--- src/rtl/scan_toggle_profiler.sv ---
module scan_toggle_profiler #(
  parameter int N = 32
) (
  input  logic                       clk,
  input  logic                       rst_n,
  input  logic                       start,
  input  logic [N-1:0]               chain_in,
  input  logic [N-1:0]               stim,
  input  logic [N-1:0]               resp,
  output logic [$clog2(N+1)-1:0]     toggle_cnt,
  output logic                       cnt_valid,
  output logic                       cnt_capture,
  output logic                       pat_done
);
  localparam int CW = $clog2(N+1);
  localparam int KW = $clog2(N+2);

  logic          busy;
  logic [KW-1:0] step;
  logic [N-1:0]  chain, feed, stim_q, resp_q;
  logic [N-1:0]  chain_nx;

  function automatic logic [CW-1:0] ones(input logic [N-1:0] v);
    logic [CW-1:0] c;
    c = '0;
    for (int i = 0; i < N; i++) c = c + CW'(v[i]);
    return c;
  endfunction

  assign chain_nx = {chain[N-2:0], feed[N-1]};

  always_ff @(posedge clk) begin
    if (!rst_n) begin
      busy        <= 1'b0;
      step        <= '0;
      chain       <= '0;
      feed        <= '0;
      stim_q      <= '0;
      resp_q      <= '0;
      toggle_cnt  <= '0;
      cnt_valid   <= 1'b0;
      cnt_capture <= 1'b0;
      pat_done    <= 1'b0;
    end else begin
      toggle_cnt  <= '0;
      cnt_valid   <= 1'b0;
      cnt_capture <= 1'b0;
      pat_done    <= 1'b0;
      if (!busy) begin
        if (start) begin
          busy   <= 1'b1;
          step   <= '0;
          chain  <= chain_in;
          feed   <= stim;
          stim_q <= stim;
          resp_q <= resp;
        end
      end else if (step < KW'(N)) begin
        chain      <= chain_nx;
        feed       <= feed << 1;
        toggle_cnt <= ones(chain ^ chain_nx);
        cnt_valid  <= 1'b1;
        step       <= step + KW'(1);
      end else begin
        toggle_cnt  <= ones(stim_q ^ resp_q);
        cnt_valid   <= 1'b1;
        cnt_capture <= 1'b1;
        pat_done    <= 1'b1;
        busy        <= 1'b0;
      end
    end
  end

  assert_capture_flags_R5: assert property (@(posedge clk) disable iff (!rst_n)
    cnt_capture |-> (pat_done && cnt_valid));

  assert_count_bound_R4: assert property (@(posedge clk) disable iff (!rst_n)
    cnt_valid |-> (toggle_cnt <= N));

  assert_shift_inside_run_R2: assert property (@(posedge clk) disable iff (!rst_n)
    (cnt_valid && !cnt_capture) |-> busy);

  assert_pattern_held_R6: assert property (@(posedge clk) disable iff (!rst_n)
    (busy && $past(busy)) |-> ($stable(stim_q) && $stable(resp_q)));

  assert_gap_after_done_R8: assert property (@(posedge clk) disable iff (!rst_n)
    pat_done |=> !cnt_valid);

  assert_quiet_count_R7: assert property (@(posedge clk) disable iff (!rst_n)
    !cnt_valid |-> (toggle_cnt == '0));
endmodule

--- config.mk ---
export PLATFORM = sky130hd
export DESIGN_NAME = scan_toggle_profiler
export DESIGN_NICKNAME = d
export VERILOG_FILES = /design/src/rtl/scan_toggle_profiler.sv
export SDC_FILE = /design/constraint.sdc
export NUM_CORES = 1
export LEC_CHECK = 0
export ABC_AREA = 1
export BUFFER_PORTS_ARGS = -buffer_cell sky130_fd_sc_hd__buf_2
export CAP_MARGIN = 20
export CORE_AREA = 5 5 126 128
export CTS_CLUSTER_SIZE = 24
export DETAILED_ROUTE_END_ITERATION = 16
export DIE_AREA = 0 0 131 133
export PLACE_DENSITY = 0.76
export SYNTH_ARGS = -nofsm -noshare
export SYNTH_HDL_FRONTEND = slang
export SYNTH_SLANG_ARGS = --single-unit
export TNS_END_PERCENT = 10
--- constraint.sdc ---
create_clock -name clk -period 4.63 [get_ports clk]
set_input_delay 0.6945 -clock clk [delete_from_list [all_inputs] [get_ports clk]]
set_output_delay 0.6945 -clock clk [all_outputs]
set_load 0.01 [all_outputs]
==> results of run 1 <==
==> worst max-delay path, delay by kind of cell (launching register included) <==
kind / cells / cell delay (ps)
xor+xnor: 1 / 210
simple gates: 5 / 280
compound gates: 1 / 120
buf+inv: 5 / 290
flops: 1 / 320
fa+ha+maj: 8 / 3410
==> area by class of cell <==
class	instances	share of cell area
Multi-Input combinational cell	655	0.463
Sequential cell	143	0.321
Timing Repair Buffer	144	0.0949
Clock buffer	18	0.0491
Inverter	69	0.0290
Tap cell	188	0.0263
Clock inverter	14	0.0171
==> what timing repair did <==
action / CTS / global route
gates resized for setup: 5 / 9
pin swaps: 5 / 5
hold endpoints to repair: 0 / 0
endpoints found under the setup margin: 5 / 5
==> metal layers <==
metal,track usage,share of wire,vias up
met2,0.329,0.49,160
met4,0.0554,0.013,0
li1,-,-,3201
met1,0.268,0.44,2910
met5,0,0,-
met3,0.0521,0.057,19
==> synth_stat cells (7+ instances only) <==
cell and number:
nand3_1 13, clkbuf_1 29, a31oi_1 63, dfxtp_1 143, o21ai_1 57, buf_2 15
nand2_1 168, inv_1 65, o21ai_0 72, buf_6 7, fa_1 48, ha_1 15
xnor2_1 28, a21oi_1 13, nor2_1 136, xor2_1 36
==> path summary, 6_finish.rpt <==
path / from / end / slack (ps) / depth (start not counted)
worst max-delay path: chain[26]$_SDFFE_PN0P_ / toggle_cnt[4]$_SDFF_PN0_ / -90 / 20
worst min-delay path: feed[0]$_SDFFE_PN0P_ / feed[0]$_SDFFE_PN0P_ / 460 / 2
worst max register to register: chain[26]$_SDFFE_PN0P_ / toggle_cnt[4]$_SDFF_PN0_ / -90 / 20
worst min register to register: feed[0]$_SDFFE_PN0P_ / feed[0]$_SDFFE_PN0P_ / 460 / 2
==> per-stage QoR <==
stage,std cells,setup TNS (ps)
6_report,1231,-93.8
5_1_grt,1231,-926
4_1_cts,1229,-137
3_5_place_dp,1197,-257
3_3_place_gp,1197,-59.6
2_1_floorplan,922,0
==> registers in the layout, summed over array words and instances (netlist names) <==
| name | flops |
|---|---|
| feed | 32 |
| pat_done | 1 |
| toggle_cnt | 6 |
| chain | 32 |
| resp_q | 32 |
| step | 6 |
| stim_q | 32 |
| cnt_valid | 1 |
| busy | 1 |
==> cells by family after synthesis <==
family | count (synthesis)
buf+inv | 124
xor+xnor | 64
compound gates | 206
flops | 143
fa+ha+maj | 63
simple gates | 322
==> power by group <==
part           internal (uW)  leakage [uW]  switching (uW)
Clock                    816      0.000281             555
Sequential              1360       0.00119            79.5
Combinational           2470       0.00264            3210
Total                   4640       0.00411            3840
==> reports/metrics.cfg, run 1 <==
[die]
die_h_um=133
initial_utilization=0.507
rows=45
coreArea_um2=14800
die_x_um=131
pin_count=108
fp.dieArea_um2=17400

[yosys]
yosys.area_share.simple=0.166
ys_seq_elements=143
synth_top_family_by_area=simple AND/OR/NAND/NOR gates
synth_fa_ha_area_frac=0.154
yosysWarnings=0
synth_compound_area_frac=0.149
netlist_area_um2=7470
synth.area.top_cells=dfxtp_1 (38%), fa_1 (13%), nand2_1 (8.4%), nor2_1 (6.8%), a31oi_1 (5.3%)
synth_fp_nets=1084
yosysSeqAreaShare=0.383
synthMuxAreaShare=0
yosysTopAreaCellShare=0.383
synth_cells=922
async_flop_share=0
synth_edf_count=0
synth_top_area_cell=dfxtp_1
avgSynthCellArea_um2=8.10
synth_top_flop_cell=dfxtp_1
synth_xor_area_frac=0.0750
synth_cell_types=22

[timing]
period_share=1.02
whs_ps=464
finalMaxSlewViolations=0
rsz0062_at_grt=true
hold_viol_final=0
skew_ps=6.51
min_period_ps=4720
setup_viol=2
max_freq_mhz=212
worst_pin_slew_ps=794
fin_ws_ps=-87.4
relSlewSlack=0.471

[placed_design]
pre_cts_slack_ps=-141
dpl.hpwl_um=11700
dpl_cell_area_um2=8230
gp_congestion=0.822
portBuffers=107

[pwr]
power_uw=8480
ir_drop_mv=0.834
leakagePower_uw=0.00411
power_density_nw_per_um2=949

[grt]
first_global_vias=6163
grt_pass1_wl_um=28400
grt_overflow=0
grt_max_degree=129
track_usage=0.203
antenna_found_initial=0

[clocking]
cts_tree=built
h-tree-depth=4
cts.sinks=143
cts_buffers=17
clockRootBuffer=clkbuf_16
clk_latency_ps=410
cts_hold_buf=0
clk_pin_slew_worst_paths_ps=60
clk_path_buf_depth=2
post_cts_buffers=0

[final_layout]
n_fill_cell=1317
area_delta_synth_final_pct=19.6
register_area_um2=2870
multi_input_comb_area_um2=4140
stdcell_area_um2=8940
final_util=0.606
final_common_cell=nand2_1
layout_common_cells=nand2_1 (168), dfxtp_1 (139), nor2_1 (136), buf_2 (106), o21ai_0 (72)
n_antenna_cell=0
drive_above_1_share=0.195
nNetsFinal=1192

[route]
drt_iter0_markers=406
num_vias=6290
totalWireLength_um=17100
drc=0
routed_via_density=5.11
firstDrtPassIters=5
ant_nets=0
wire_per_inst_um=13.9

[outcome]
violations=setup timing
status=finished with violations

[setup_path]
slowest_stage=fa_1
critPathMaxFanout=2
crit_chain=xnor2_1 -> fa_1 -> fa_1 -> fa_1 -> inv_1 -> fa_1 -> inv_1 -> fa_1 -> fa_1 -> inv_1 -> ha_2 -> inv_1 -> fa_2 -> inv_1 -> nand2_1 -> nand2_1 -> nand2_1 -> nand2_1 -> nand3_1 -> a21oi_1
setup.worst_path.start_class=register
crit_type=register to register
path_common_cell=fa_1
slowest_delay_ps=520
arrival_ps=5060
critPathRequiredTime_ps=4970
end_kind=register

[worst_hold_path]
hold_class=register to register

[flow_run]
max_cap_violations=0

Note: power is estimated with default switching activity, not from simulation.
==> run 2, diff against run 1 <==
--- a/config.mk
+++ b/config.mk
@@ -6,13 +6,14 @@
 export NUM_CORES = 1
 export LEC_CHECK = 0
 export ABC_AREA = 1
-export BUFFER_PORTS_ARGS = -buffer_cell sky130_fd_sc_hd__buf_2
+export BUFFER_PORTS_ARGS = -buffer_cell sky130_fd_sc_hd__clkbuf_2
 export CAP_MARGIN = 20
 export CORE_AREA = 5 5 126 128
 export CTS_CLUSTER_SIZE = 24
 export DETAILED_ROUTE_END_ITERATION = 16
 export DIE_AREA = 0 0 131 133
 export PLACE_DENSITY = 0.76
+export REMOVE_ABC_BUFFERS = 1
 export SYNTH_ARGS = -nofsm -noshare
 export SYNTH_HDL_FRONTEND = slang
 export SYNTH_SLANG_ARGS = --single-unit
==> constraint.sdc (replaced) <==
create_clock -name clk -period 4.1 [get_ports clk]
set_input_delay 0.615 -clock clk [delete_from_list [all_inputs] [get_ports clk]]
set_output_delay 0.615 -clock clk [all_outputs]
set_load 0.01 [all_outputs]
==> run 2 against run 1 <==
Net effect:
- the run still ends with setup timing left
- clock-buffer cell count shrank 1
- utilization grew 0.45 points
- final cell count grew 0.73%
- clock skew is essentially flat
- critical path type unchanged
- critical endpoint unchanged
- highest routed layer unchanged
==> reports/metrics.cfg, run 2 (synthesis results as in run 1) <==
[setup_path]
slowest_delay_ps=530  ; about the same
critical_path.top_delay_family=adder cells
endpoint=toggle_cnt[4]$_SDFF_PN0_
reg2reg_from=resp_q[17]$_SDFFE_PN0P_
slowest_stage=fa_1
reg2reg_setup_slack_ps=-650  ; -560 ps
timing.rr.end=toggle_cnt[4]$_SDFF_PN0_
cp_num_buf_inv=6  ; +1
path_common_cell=fa_1
crit_chain=xor2_1 -> fa_1 -> inv_1 -> fa_1 -> fa_1 -> inv_1 -> fa_1 -> inv_1 -> fa_1 -> fa_1 -> inv_1 -> ha_2 -> inv_1 -> fa_2 -> inv_2 -> nand2_1 -> nand2_1 -> nand3_1 -> nand3_2 -> a21oi_2
end_kind=register
setup.worst_path.start_class=register
reg2reg_depth=20  ; unchanged
cp.depth=20  ; unchanged
arrival_ps=5050  ; about the same
crit_type=register to register
critPathRequiredTime_ps=4410  ; -560 ps
crit_start=resp_q[17]$_SDFFE_PN0P_
critPathMaxFanout=2  ; unchanged

[clocking]
clk_path_buf_depth=2  ; unchanged
cts_buffers=17  ; unchanged
cts_hold_buf=0  ; unchanged
clk_pin_slew_worst_paths_ps=60  ; about the same
clk_latency_ps=420  ; about the same
cts.sinks=143  ; unchanged
cts_tree=built
h-tree-depth=4  ; unchanged
clockRootBuffer=clkbuf_16

[final_layout]
register_area_um2=2870  ; about the same
multi_input_comb_area_um2=4150  ; +0.36%
final_common_cell=nand2_1
layout_common_cells=nand2_1 (167), dfxtp_1 (138), nor2_1 (136), clkbuf_2 (106), o21ai_0 (72)
nNetsFinal=1201  ; +0.76%
instances_no_fill=1240  ; +0.73%
n_antenna_cell=0  ; unchanged
n_fill_cell=1313  ; -0.30%
area_delta_synth_final_pct=20.5
drive_above_1_share=0.205  ; +0.0107

[route]
wire_per_inst_um=13.7  ; -1.3%
num_vias=6340  ; +0.79%
firstDrtPassIters=5  ; unchanged
totalWireLength_um=17000  ; -0.55%
routed_via_density=5.11  ; about the same
ant_nets=0  ; unchanged
drc=0  ; unchanged
drt_iter0_markers=498  ; +23%

[grt]
first_global_vias=6120  ; -0.70%
antenna_found_initial=0  ; unchanged
track_usage=0.204  ; +0.00126
grt_overflow=0  ; unchanged
grt_max_degree=97  ; -25%
grt_pass1_wl_um=28500  ; +0.24%

[placed_design]
gp_congestion=0.836  ; +1.7%
placed_cells=1206  ; +0.75%
portBuffers=107  ; unchanged
dpl.hpwl_um=11900  ; +1.8%
pre_cts_slack_ps=-824  ; -683 ps

[die]
initial_utilization=0.507  ; unchanged
pin_count=108  ; unchanged
die_h_um=133  ; unchanged
fp.dieArea_um2=17400  ; unchanged
die_x_um=131  ; unchanged
rows=45  ; unchanged
coreArea_um2=14800  ; unchanged

[timing]
finalMaxSlewViolations=0  ; unchanged
max_freq_mhz=211  ; -0.67%
skew_ps=6.78  ; +0.270 ps
period_share=1.16  ; +0.139
fin_ws_ps=-649  ; -562 ps
relSlewSlack=0.370  ; -0.101
min_period_ps=4750  ; +31.8 ps
hold_viol_final=0  ; unchanged
setup_viol=6  ; +4
rsz0062_at_grt=true
worst_pin_slew_ps=945  ; +151 ps

[outcome]
status=finished with violations
violations=setup timing

[flow_run]
max_cap_violations=0  ; unchanged

[worst_hold_path]
hold_class=primary input to register

==> run 2: cell count changes in the layout (fill, tap and decap cells not counted), moves of 4 or more <==
cell,change
buf_2,-106
clkbuf_2,+106
buf_4,+10
clkinv_2,+4
inv_6,-5
==> run 2: stage by stage <==
step / hold WS [ps] / setup TNS (ps) / cell area [um^2] / util
after floorplan: 441 / -25930 / 7180 / -
after global placement: 457 / -3170 / 8290 / 0.562
after detailed placement: 460 / -3660 / 8290 / 0.562
after CTS: 429 / -2950 / 8950 / 0.607
after global routing: 443 / -4030 / 9000 / 0.610
final: 440 / -2850 / 9000 / 0.610
==> run 2: how the worst min path moves through the flow <==
stage	startpoint	endpoint	depth (start not counted)
after global routing	chain_in[24]	chain[24]$_SDFFE_PN0P_	3
after global placement	feed[0]$_SDFFE_PN0P_	feed[0]$_SDFFE_PN0P_	2
after CTS	chain_in[24]	chain[24]$_SDFFE_PN0P_	3
after detailed placement	feed[17]$_SDFFE_PN0P_	feed[18]$_SDFFE_PN0P_	2
final	chain_in[24]	chain[24]$_SDFFE_PN0P_	3
after floorplan	feed[0]$_SDFFE_PN0P_	feed[0]$_SDFFE_PN0P_	2
==> run 2: final cells by class <==
cell class / count / area share
repair buffers: 153 / 0.0995
multi-input cells: 655 / 0.461
clock buffers: 17 / 0.0472
inverters: 69 / 0.0288
well taps: 188 / 0.0261
clock inverters: 15 / 0.0188
flip-flops and latches: 143 / 0.319
==> run 2: tightest hold or removal path: stages <==
cell      delay (ps)
clkbuf_2          80
nand2_1           50
a31oi_1           70
==> run 2: routing by layer <==
metal  track usage  share of wire
met1         0.281           0.47
met2         0.314           0.46
met3        0.0416          0.044
met4        0.0794          0.026
met5             0              0
==> run 2: what timing repair did <==
action	in CTS	in global routing
setup endpoints to repair	6	6
setup buffers	1	0
gates resized for setup	15	8
pin swaps	22	3
Power of run 2 is left out: the tool's default activity adds up to more than one toggle a clock period on the data nets, which glitch-free logic cannot reach.
